`config.mk`:
```
export PLATFORM = sky130hd
export DESIGN_NAME = nand_page_seq
export DESIGN_NICKNAME = d
export VERILOG_FILES = /design/src/rtl/nsq_pkg.sv /design/src/rtl/nsq_ready_latch.sv /design/src/rtl/nsq_wait_timer.sv /design/src/rtl/nand_page_seq.sv
export SDC_FILE = /design/constraint.sdc
export NUM_CORES = 1
export LEC_CHECK = 0
export ABC_AREA = 1
export CORE_MARGIN = 5
export CORE_UTILIZATION = 45
export DETAILED_ROUTE_END_ITERATION = 8
export PLACE_DENSITY = 0.71
export SLEW_MARGIN = 20
export SYNTH_ARGS = -nofsm -noshare
export SYNTH_HDL_FRONTEND = slang
export SYNTH_HIERARCHICAL = 1
export SYNTH_SLANG_ARGS = --single-unit
```
`constraint.sdc`:
```
create_clock -name clk -period 2.45 [get_ports clk]
set_clock_uncertainty 0.15 [all_clocks]
set_input_delay 0.6125 -clock clk [delete_from_list [all_inputs] [get_ports clk]]
set_output_delay 0.6125 -clock clk [all_outputs]
set_load 0.03 [all_outputs]
```
`src/rtl/nsq_pkg.sv`:
```
package nsq_pkg;

    typedef enum logic [2:0] {
        OP_RESET = 3'd0,
        OP_READ  = 3'd1,
        OP_SPARE = 3'd2,
        OP_PROG  = 3'd3,
        OP_ERASE = 3'd4
    } op_e;

    typedef enum logic [3:0] {
        S_IDLE, S_CMD1, S_ADDR, S_WDATA, S_CMD2,
        S_WAIT, S_RDATA, S_STCMD, S_STRD, S_FINISH
    } state_e;

    typedef enum logic [1:0] {
        K_CMD  = 2'd0,
        K_ADDR = 2'd1,
        K_DATA = 2'd2
    } kind_e;

    typedef struct packed {
        op_e         op;
        logic [23:0] row;
        logic [15:0] col;
    } req_t;

    localparam logic [7:0] CMD_STATUS = 8'h70;

    function automatic logic op_known(input logic [2:0] code);
        return code <= 3'd4;
    endfunction

    function automatic logic [7:0] cmd_first(input op_e o);
        case (o)
            OP_READ, OP_SPARE: return 8'h00;
            OP_PROG:           return 8'h80;
            OP_ERASE:          return 8'h60;
            default:           return 8'hFF;
        endcase
    endfunction

    function automatic logic [7:0] cmd_second(input op_e o);
        case (o)
            OP_READ, OP_SPARE: return 8'h30;
            OP_PROG:           return 8'h10;
            OP_ERASE:          return 8'hD0;
            default:           return 8'hFF;
        endcase
    endfunction

    function automatic logic [7:0] addr_byte(input logic [2:0] idx,
                                             input logic [15:0] c,
                                             input logic [23:0] r);
        case (idx)
            3'd0:    return c[7:0];
            3'd1:    return c[15:8];
            3'd2:    return r[7:0];
            3'd3:    return r[15:8];
            default: return r[23:16];
        endcase
    endfunction

endpackage

```
`src/rtl/nsq_ready_latch.sv`:
```
module nsq_ready_latch (
    input  logic clk,
    input  logic rst,
    input  logic rb,
    input  logic clr,
    output logic flag
);
    logic rb_q;

    always_ff @(posedge clk) begin
        if (rst) begin
            rb_q <= 1'b1;
            flag <= 1'b0;
        end else begin
            rb_q <= rb;
            if (clr)
                flag <= 1'b0;
            else if (rb && !rb_q)
                flag <= 1'b1;
        end
    end

    // the flag only rises after a real low-to-high ready change with no command clearing it
    a_r8_flag_from_edge: assert property (@(posedge clk) disable iff (rst)
        $rose(flag) |-> $past(rb && !rb_q && !clr));

endmodule

```
`src/rtl/nsq_wait_timer.sv`:
```
module nsq_wait_timer #(
    parameter int W = 20
) (
    input  logic         clk,
    input  logic         rst,
    input  logic         run,
    input  logic [W-1:0] limit,
    output logic         expired
);
    logic [W-1:0] cnt;

    always_ff @(posedge clk) begin
        if (rst || !run)
            cnt <= '0;
        else if (cnt != limit)
            cnt <= cnt + 1'b1;
    end

    assign expired = run && (cnt == limit);

    // the count never passes the limit while a wait is running
    a_r9_count_bounded: assert property (@(posedge clk) disable iff (rst)
        run && $past(run) && $past(cnt != limit) |-> cnt == $past(cnt) + 1'b1);

endmodule

```
`src/rtl/nand_page_seq.sv`:
```
module nand_page_seq
    import nsq_pkg::*;
#(
    parameter int PAGE_BYTES  = 2048,
    parameter int SPARE_BYTES = 16,
    parameter int TMO_W       = 20
) (
    input  logic             clk,
    input  logic             rst,
    input  logic             start,
    input  logic [2:0]       op,
    input  logic [23:0]      row,
    input  logic [15:0]      col,
    input  logic [TMO_W-1:0] tmo_limit,
    input  logic [7:0]       wr_data,
    input  logic             wr_valid,
    output logic             wr_ready,
    output logic [7:0]       rd_data,
    output logic             rd_valid,
    output logic             done,
    output logic             prog_fail,
    output logic             timeout,
    output logic             fl_ce,
    output logic             fl_wr,
    output logic [1:0]       fl_kind,
    output logic [7:0]       fl_wdata,
    output logic             fl_rd,
    input  logic [7:0]       fl_rdata,
    input  logic             fl_rb
);
    localparam int CNT_W = (PAGE_BYTES > 1) ? $clog2(PAGE_BYTES) : 1;
    localparam logic [CNT_W-1:0] PAGE_LAST  = CNT_W'(PAGE_BYTES - 1);
    localparam logic [CNT_W-1:0] SPARE_LAST = CNT_W'(SPARE_BYTES - 1);
    localparam logic [15:0]      SPARE_COL  = 16'(PAGE_BYTES);

    state_e           state;
    req_t             req;
    logic [2:0]       aidx;
    logic [CNT_W-1:0] cnt;
    logic             rdy_flag;
    logic             tmo_hit;
    logic             cmd_issue;
    logic [CNT_W-1:0] rd_last;

    assign cmd_issue = fl_wr && (fl_kind == K_CMD);
    assign rd_last   = (req.op == OP_SPARE) ? SPARE_LAST : PAGE_LAST;

    nsq_ready_latch u_ready (
        .clk  (clk),
        .rst  (rst),
        .rb   (fl_rb),
        .clr  (cmd_issue),
        .flag (rdy_flag)
    );

    nsq_wait_timer #(.W(TMO_W)) u_timer (
        .clk     (clk),
        .rst     (rst),
        .run     (state == S_WAIT),
        .limit   (tmo_limit),
        .expired (tmo_hit)
    );

    // Bus beats and stream strobes, decoded from the current state
    always_comb begin
        fl_wr    = 1'b0;
        fl_kind  = K_CMD;
        fl_wdata = 8'h00;
        fl_rd    = 1'b0;
        wr_ready = 1'b0;
        rd_valid = 1'b0;
        case (state)
            S_CMD1: begin
                fl_wr    = 1'b1;
                fl_wdata = cmd_first(req.op);
            end
            S_ADDR: begin
                fl_wr    = 1'b1;
                fl_kind  = K_ADDR;
                fl_wdata = addr_byte(aidx, req.col, req.row);
            end
            S_WDATA: begin
                wr_ready = 1'b1;
                fl_wr    = wr_valid;
                fl_kind  = K_DATA;
                fl_wdata = wr_data;
            end
            S_CMD2: begin
                fl_wr    = 1'b1;
                fl_wdata = cmd_second(req.op);
            end
            S_STCMD: begin
                fl_wr    = 1'b1;
                fl_wdata = CMD_STATUS;
            end
            S_RDATA: begin
                fl_rd    = 1'b1;
                rd_valid = 1'b1;
            end
            S_STRD:  fl_rd = 1'b1;
            default: ;
        endcase
    end

    assign rd_data = fl_rdata;
    assign done    = (state == S_FINISH);

    always_ff @(posedge clk) begin
        if (rst) begin
            state     <= S_IDLE;
            req       <= '0;
            aidx      <= '0;
            cnt       <= '0;
            fl_ce     <= 1'b0;
            prog_fail <= 1'b0;
            timeout   <= 1'b0;
        end else begin
            case (state)
                S_IDLE: if (start && op_known(op)) begin
                    req.op    <= op_e'(op);
                    req.row   <= row;
                    req.col   <= (op_e'(op) == OP_SPARE) ? SPARE_COL : col;
                    fl_ce     <= 1'b1;
                    prog_fail <= 1'b0;
                    timeout   <= 1'b0;
                    state     <= S_CMD1;
                end
                S_CMD1: begin
                    aidx  <= (req.op == OP_ERASE) ? 3'd2 : 3'd0;
                    state <= (req.op == OP_RESET) ? S_WAIT : S_ADDR;
                end
                S_ADDR: begin
                    aidx <= aidx + 3'd1;
                    if (aidx == 3'd4) begin
                        cnt   <= '0;
                        state <= (req.op == OP_PROG) ? S_WDATA : S_CMD2;
                    end
                end
                S_WDATA: if (wr_valid) begin
                    cnt <= cnt + 1'b1;
                    if (cnt == PAGE_LAST) state <= S_CMD2;
                end
                S_CMD2: state <= S_WAIT;
                S_WAIT: begin
                    if (rdy_flag) begin
                        cnt <= '0;
                        case (req.op)
                            OP_RESET:          state <= S_FINISH;
                            OP_READ, OP_SPARE: state <= S_RDATA;
                            default:           state <= S_STCMD;
                        endcase
                    end else if (tmo_hit) begin
                        timeout <= 1'b1;
                        state   <= S_FINISH;
                    end
                end
                S_RDATA: begin
                    cnt <= cnt + 1'b1;
                    if (cnt == rd_last) state <= S_FINISH;
                end
                S_STCMD: state <= S_STRD;
                S_STRD: begin
                    prog_fail <= fl_rdata[0];
                    state     <= S_FINISH;
                end
                S_FINISH: begin
                    fl_ce <= 1'b0;
                    state <= S_IDLE;
                end
                default: state <= S_IDLE;
            endcase
        end
    end

    // every bus beat happens under chip enable
    a_r11_beat_under_ce: assert property (@(posedge clk) disable iff (rst)
        (fl_wr || fl_rd) |-> fl_ce);

    // done lasts one cycle and returns the sequencer to idle
    a_r10_done_pulse: assert property (@(posedge clk) disable iff (rst)
        done |=> !done && state == S_IDLE);

    // chip enable stays low while idle without a request
    a_r10_idle_quiet: assert property (@(posedge clk) disable iff (rst)
        (state == S_IDLE && !start) |=> !fl_ce);

    // timeout only rises out of a ready wait, and no read follows it
    a_r9_timeout_origin: assert property (@(posedge clk) disable iff (rst)
        $rose(timeout) |-> $past(state == S_WAIT) && done);

    // failure flag only rises after a status read
    a_r6_fail_after_status: assert property (@(posedge clk) disable iff (rst)
        $rose(prog_fail) |-> $past(state == S_STRD));

    // write and read beats never coincide
    a_r5_one_beat: assert property (@(posedge clk) disable iff (rst)
        $onehot0({fl_wr, fl_rd}));

endmodule

```
; After elaboration in Yosys (flattened, before gate mapping)
; Index checks and enable logic that the tools add are counted.
[classes]
eq_ne = 31
magnitude_cmp = 1
reduce_logical = 26
n_mux = 35
n_addsub = 3
[op_table]
columns = op, count
row1 = $pmux W8 S3, 2
row2 = $mux W11, 4
row3 = $pmux W11 S4, 1
row4 = $pmux W8 S5, 1
row5 = $pmux W4 S9, 1
row6 = $pmux W8 S4, 1
row7 = $mux W4, 7
row8 = $add A20 B1 Y20 const B, 1
row9 = $eq A20 B20 Y1, 1
row10 = $ne A20 B20 Y1, 1
row11 = $eq A4 B3 Y1 const B, 4
row12 = $mux W16, 1
row13 = $ne A2 B2 Y1 const B, 8
row14 = $eq A3 B2 Y1 const B, 5
row15 = $add A11 B1 Y11 const B, 1
row16 = $eq A11 B11 Y1, 1
row17 = $eq A11 B11 Y1 const B, 1
row18 = $eq A4 B2 Y1 const B, 2
row19 = $eq A4 B4 Y1 const B, 2
row20 = $pmux W1 S2, 4
row21 = $pmux W4 S2, 1
row22 = $reduce_and A4 Y1, 2
row23 = $reduce_bool A2 Y1, 4
row24 = $mux W1, 7
row25 = other kinds (21), 33
[word_totals]
wordCells = 108
regBits = 86

; Logic depth before layout (Yosys ltp)
[depth]
word_depth = 5
mapped_depth = 15

; By module
; The synthesis kept the hierarchy.
[by_module_without_submodules]
columns = mod, area_per_inst_um2, cells_per_inst, seq_area_each_um2, n_inst
row1 = nand_page_seq, 3527.1, 530, 1281.2, 1
row2 = nsq_wait_timer, 1804.2, 312, 400.4, 1
row3 = nsq_ready_latch, 73.8, 10, 40.0, 1

; Worst setup path before layout
; No wires, ideal clock.
[synth_timing]
kind = register to output
start = reg aidx[0]
end = out fl_wdata[4]
arrival_time_ns = 1.598
stages_incl_launch_ff = 9
path_buffers = 1
setup_slack_ns = 0.090
cell_sequence = dfxtp_1 -> ha_1 -> ha_1 -> clkbuf_1 -> nor2_1 -> nand3_1 -> nor2_1 -> o21ai_0 -> nand3_1
[synth_via]
elab_chain_len = 3
elab_cells_between_ends = 6
cone_classes = eq/ne: 3 / mux: 2 / reduce/logical: 1
[synth_rtl]
columns = element, line_no
row1 = start: declaration, nand_page_seq.sv:38  ; logic [2:0] aidx;
row2 = start signal: assignment, nand_page_seq.sv:129  ; aidx <= (req.op == OP_ERASE) ? 3'd2 : 3'd0;
row3 = start signal: assignment, nand_page_seq.sv:133  ; aidx <= aidx + 3'd1;
row4 = $eq A3 B2 Y1 (tied with other cells), nsq_pkg.sv:55  ; case (idx)
row5 = $pmux W8 S4 (*), nsq_pkg.sv:55
row6 = $pmux W8 S5 (*), nand_page_seq.sv:72  ; case (state)
row7 = end: declaration, nand_page_seq.sv:26  ; output logic [7:0] fl_wdata,
; Mark *: on every way between the ends. The rest lies on a longest branch, timed or not.

; Worst setup path after layout
[layout_timing]
start = reg aidx[0]
end = out fl_wdata[7]
; Same word-level chain as after synthesis.

==> flow_summary.toml <==
[clock_network]
clk_path_buf_depth = 2
htreeDepth = 3
insertion_delay_ns = 0.35
cts_tree = "done"
holdBufCountCts = 0
cts-root-buf = "clkbuf_16"
clk_pin_slew_ns = 0.06
clock_sinks = 86
numCtsBuffers = 9

[sta]
final-hold-violation-count = 0
min_period_over_period_pct = 106.4
relSlewSlack_pct = 75.12
maxClockFrequency_ghz = 0.3834
final_max_slew_viol_count = 0
setup_tns_ns = -0.9296
period_needed_ns = 2.608
setup_ws_ns = -0.1580
rsz0062_at_grt = "yes"
worstMarginPinSlew_ns = 0.3721
finalSetupViolations = 8

[drt]
first_pass_iters = 5
route.met2.wl_um = 7319
dr.max_layer_used = "met4"
drc = 0
routedLengthMet1_um = 7231
drt-total-wl_um = 15580
ant_nets = 0
routed_via_density = 5.065
post_drt_wl_per_cell_um = 13.95
first_iter_violations = 474
routed-wl-met3_um = 770
via_count = 5658

[synthesis]
syn_inst = 852
synth_enable_flop_cells = 0
ys.flop_type = "dfxtp_1"
seq_area_frac_synth_pct = 31.85
yosys.area.top_type = "dfxtp_1"
synth_area_mm2 = 0.005405
netlist_top_cells_area = "dfxtp_1 32%, nand2_1 14%, nor2_1 11%"
syn_nets = 943
netlist.area_leader.share_pct = 31.85
yosysWarningCount = 6
synth.ff_latch_count = 86
postSynth.asyncResetShare_pct = 0
yosysUniqueCellTypes = 35
syn_area_per_cell_um2 = 6.344

[setup_path]
cp-startpoint = "aidx[0]"
cp-start-kind = "flop"
rr_endpoint = "state[2]"
rr_worst_depth = 13
r2r_slack_ns = 0.32
cp-endpoint = "fl_wdata[7]"
crit_type = "flop to primary output"
critPathCaptureType = "primary output"
r2r_start = "u_timer/cnt[9]"
cp.required_ns = 1.69
cp_max_fo = 8
arrival_ns = 1.85

[job]
cap_violations = 0

[power]
peakVddDrop_mv = 0.3561
p_total_mw = 5.905
p_sw_share_pct = 38.55
clock_power_share_pct = 26.7
p_comb_share_pct = 43.2
power_frac_seq_pct = 30.1
internal-power_mw = 3.629
power_density_mw_per_mm2 = 804.3
power_switching_mw = 2.276
leakagePower_nw = 3.123

[hold_path]
hp-class = "flop to flop"
holdPathStages = 2

[placed_design]
port_buffers = 95
dp_hpwl_um = 11360
gp_congestion = 0.9027
dpl_cell_area_mm2 = 0.006606
dp.cells = 1094

[final_layout]
stdcell_area_mm2 = 0.007342
final_core_util_pct = 61.64
num_antenna_cells = 0
syn_to_final_growth_pct = 35.83
fin_cells = 1117
layout-drive-gt1-share_pct = 18.66
nets = 1057

[global_route]
grt_pass1_vias = 5264
grt_pass1_wl_um = 25160
grt_max_degree = 28
grt_overflow = 0
track_usage_pct = 21.51
antenna_found_initial = 0

[floorplan]
coreArea_mm2 = 0.01191
initial_core_util_pct = 45.38
die_w_um = 119.6
chipHeight_um = 119.6
dieArea_mm2 = 0.01430
num_rows = 40
io_pins = 110

[run_status]
failed_checks = "setup timing"
status = "complete, but fails checks"
## placed cells by master (no fill, tap or decap), drive strengths merged, types with 2 or more instances in the layout
master	count
dfxtp	86
xnor2	7
nor2	167
clkbuf	10
a21oi	43
xor2	17
bufinv	3
clkinv	5
clkdlybuf4s50	72
buf	60
inv	102
nand4	33
o21ai	48
o211ai	2
nand2	212
dlymetal6s2s	7
nand3	56
o2111ai	4
ha	7
nor3	11
o22ai	2
a211oi	7
dlygate4sd2	3
## kinds of logic (layout without fill, tap and decap cells)
kind of cell,after synthesis,in the layout,synth area share [%]
fa+ha+maj,7,7,1.620
simple gates,481,481,39.07
compound gates,109,109,11.34
xor+xnor,24,24,3.889
buf+inv,145,263,12.22
flops,86,86,31.85
## worst min path at each step
stage,from,endpoint
4_1_cts,req[32],req[32]
3_5_place_dp,req[32],req[32]
2_1_floorplan,req[32],req[32]
6_report,prog_fail,prog_fail
3_3_place_gp,req[32],req[32]
5_1_grt,req[33],req[33]
## registers in the layout (all words and copies together) (netlist names)
register      cells
cnt              11
u_ready/rb_q      1
timeout           1
prog_fail         1
fl_ce             1
u_ready/flag      1
state             4
aidx              3
u_timer/cnt      20
req              43
## critical path, stage by stage (launching register included)
cell and delay, ns:
dfxtp_4 0.37, ha_4 0.16, ha_4 0.16, buf_12 0.14
buf_4 0.14, nand2_4 0.07, o2111ai_4 0.10, o21ai_1 0.13
nand2_1 0.07, buf_6 0.15
## repair_timing
item                                    in CTS  in global routing
pin swaps                                   19                 26
buffers inserted                             6                  3
endpoints found under the setup margin      16                 16
resized for setup                           74                 42
## cells in the mapped netlist (2+ instances only)
cell type and number:
nor3_1 10, o21ai_0 38, buf_6 8, clkbuf_1 11
xnor2_1 7, o21ai_1 10, clkinv_1 3, o22ai_1 2
inv_2 11, nand2_1 205, buf_2 9, nand3_1 50
dfxtp_1 86, nor2_1 154, nand4_1 33, ha_1 7
xor2_1 17, nor2_2 4, nor2_4 9, a211oi_1 3
o2111ai_1 4, inv_1 91, o211ai_1 2, nand3_2 6
a211oi_2 4, buf_4 12, a21oi_1 43, nand2_2 6
## stage by stage
step | setup WS, ns | hold slack, ns
6_report | -0.1580 | 0.3104
5_1_grt | -0.2527 | 0.3303
4_1_cts | -0.1639 | 0.3046
3_5_place_dp | -0.4136 | 0.2949
3_3_place_gp | -0.3891 | 0.2908
2_1_floorplan | 0.08973 | 0.2801
## layout make-up
type / count / area, um2
Multi-Input combinational cell: 621 / 3291
Inverter: 105 / 404.1
Clock inverter: 6 / 111.4
Sequential cell: 86 / 1737
Clock buffer: 9 / 225.2
Fill cell: 1114 / 4569
Timing Repair Buffer: 143 / 1390
Tap cell: 147 / 183.9
## per-layer routing
| metal | global-route usage, % | up-vias |
|---|---|---|
| met5 | 0 | - |
| met4 | 6.084 | 0 |
| li1 | - | 2937 |
| met3 | 4.995 | 23 |
| met1 | 28.60 | 2542 |
| met2 | 34.96 | 156 |
## power groups by stage
stage               logic (mW)  clock network (mW)  registers, mW
detailed placement        2.16                   0           1.77
floorplan                 1.49                   0           1.75
CTS                       2.40                1.60           1.76
global route              2.77                1.65           1.80
global placement          2.16                   0           1.76
finish                    2.55                1.58           1.78
Note: power is estimated with default switching activity, not from simulation.
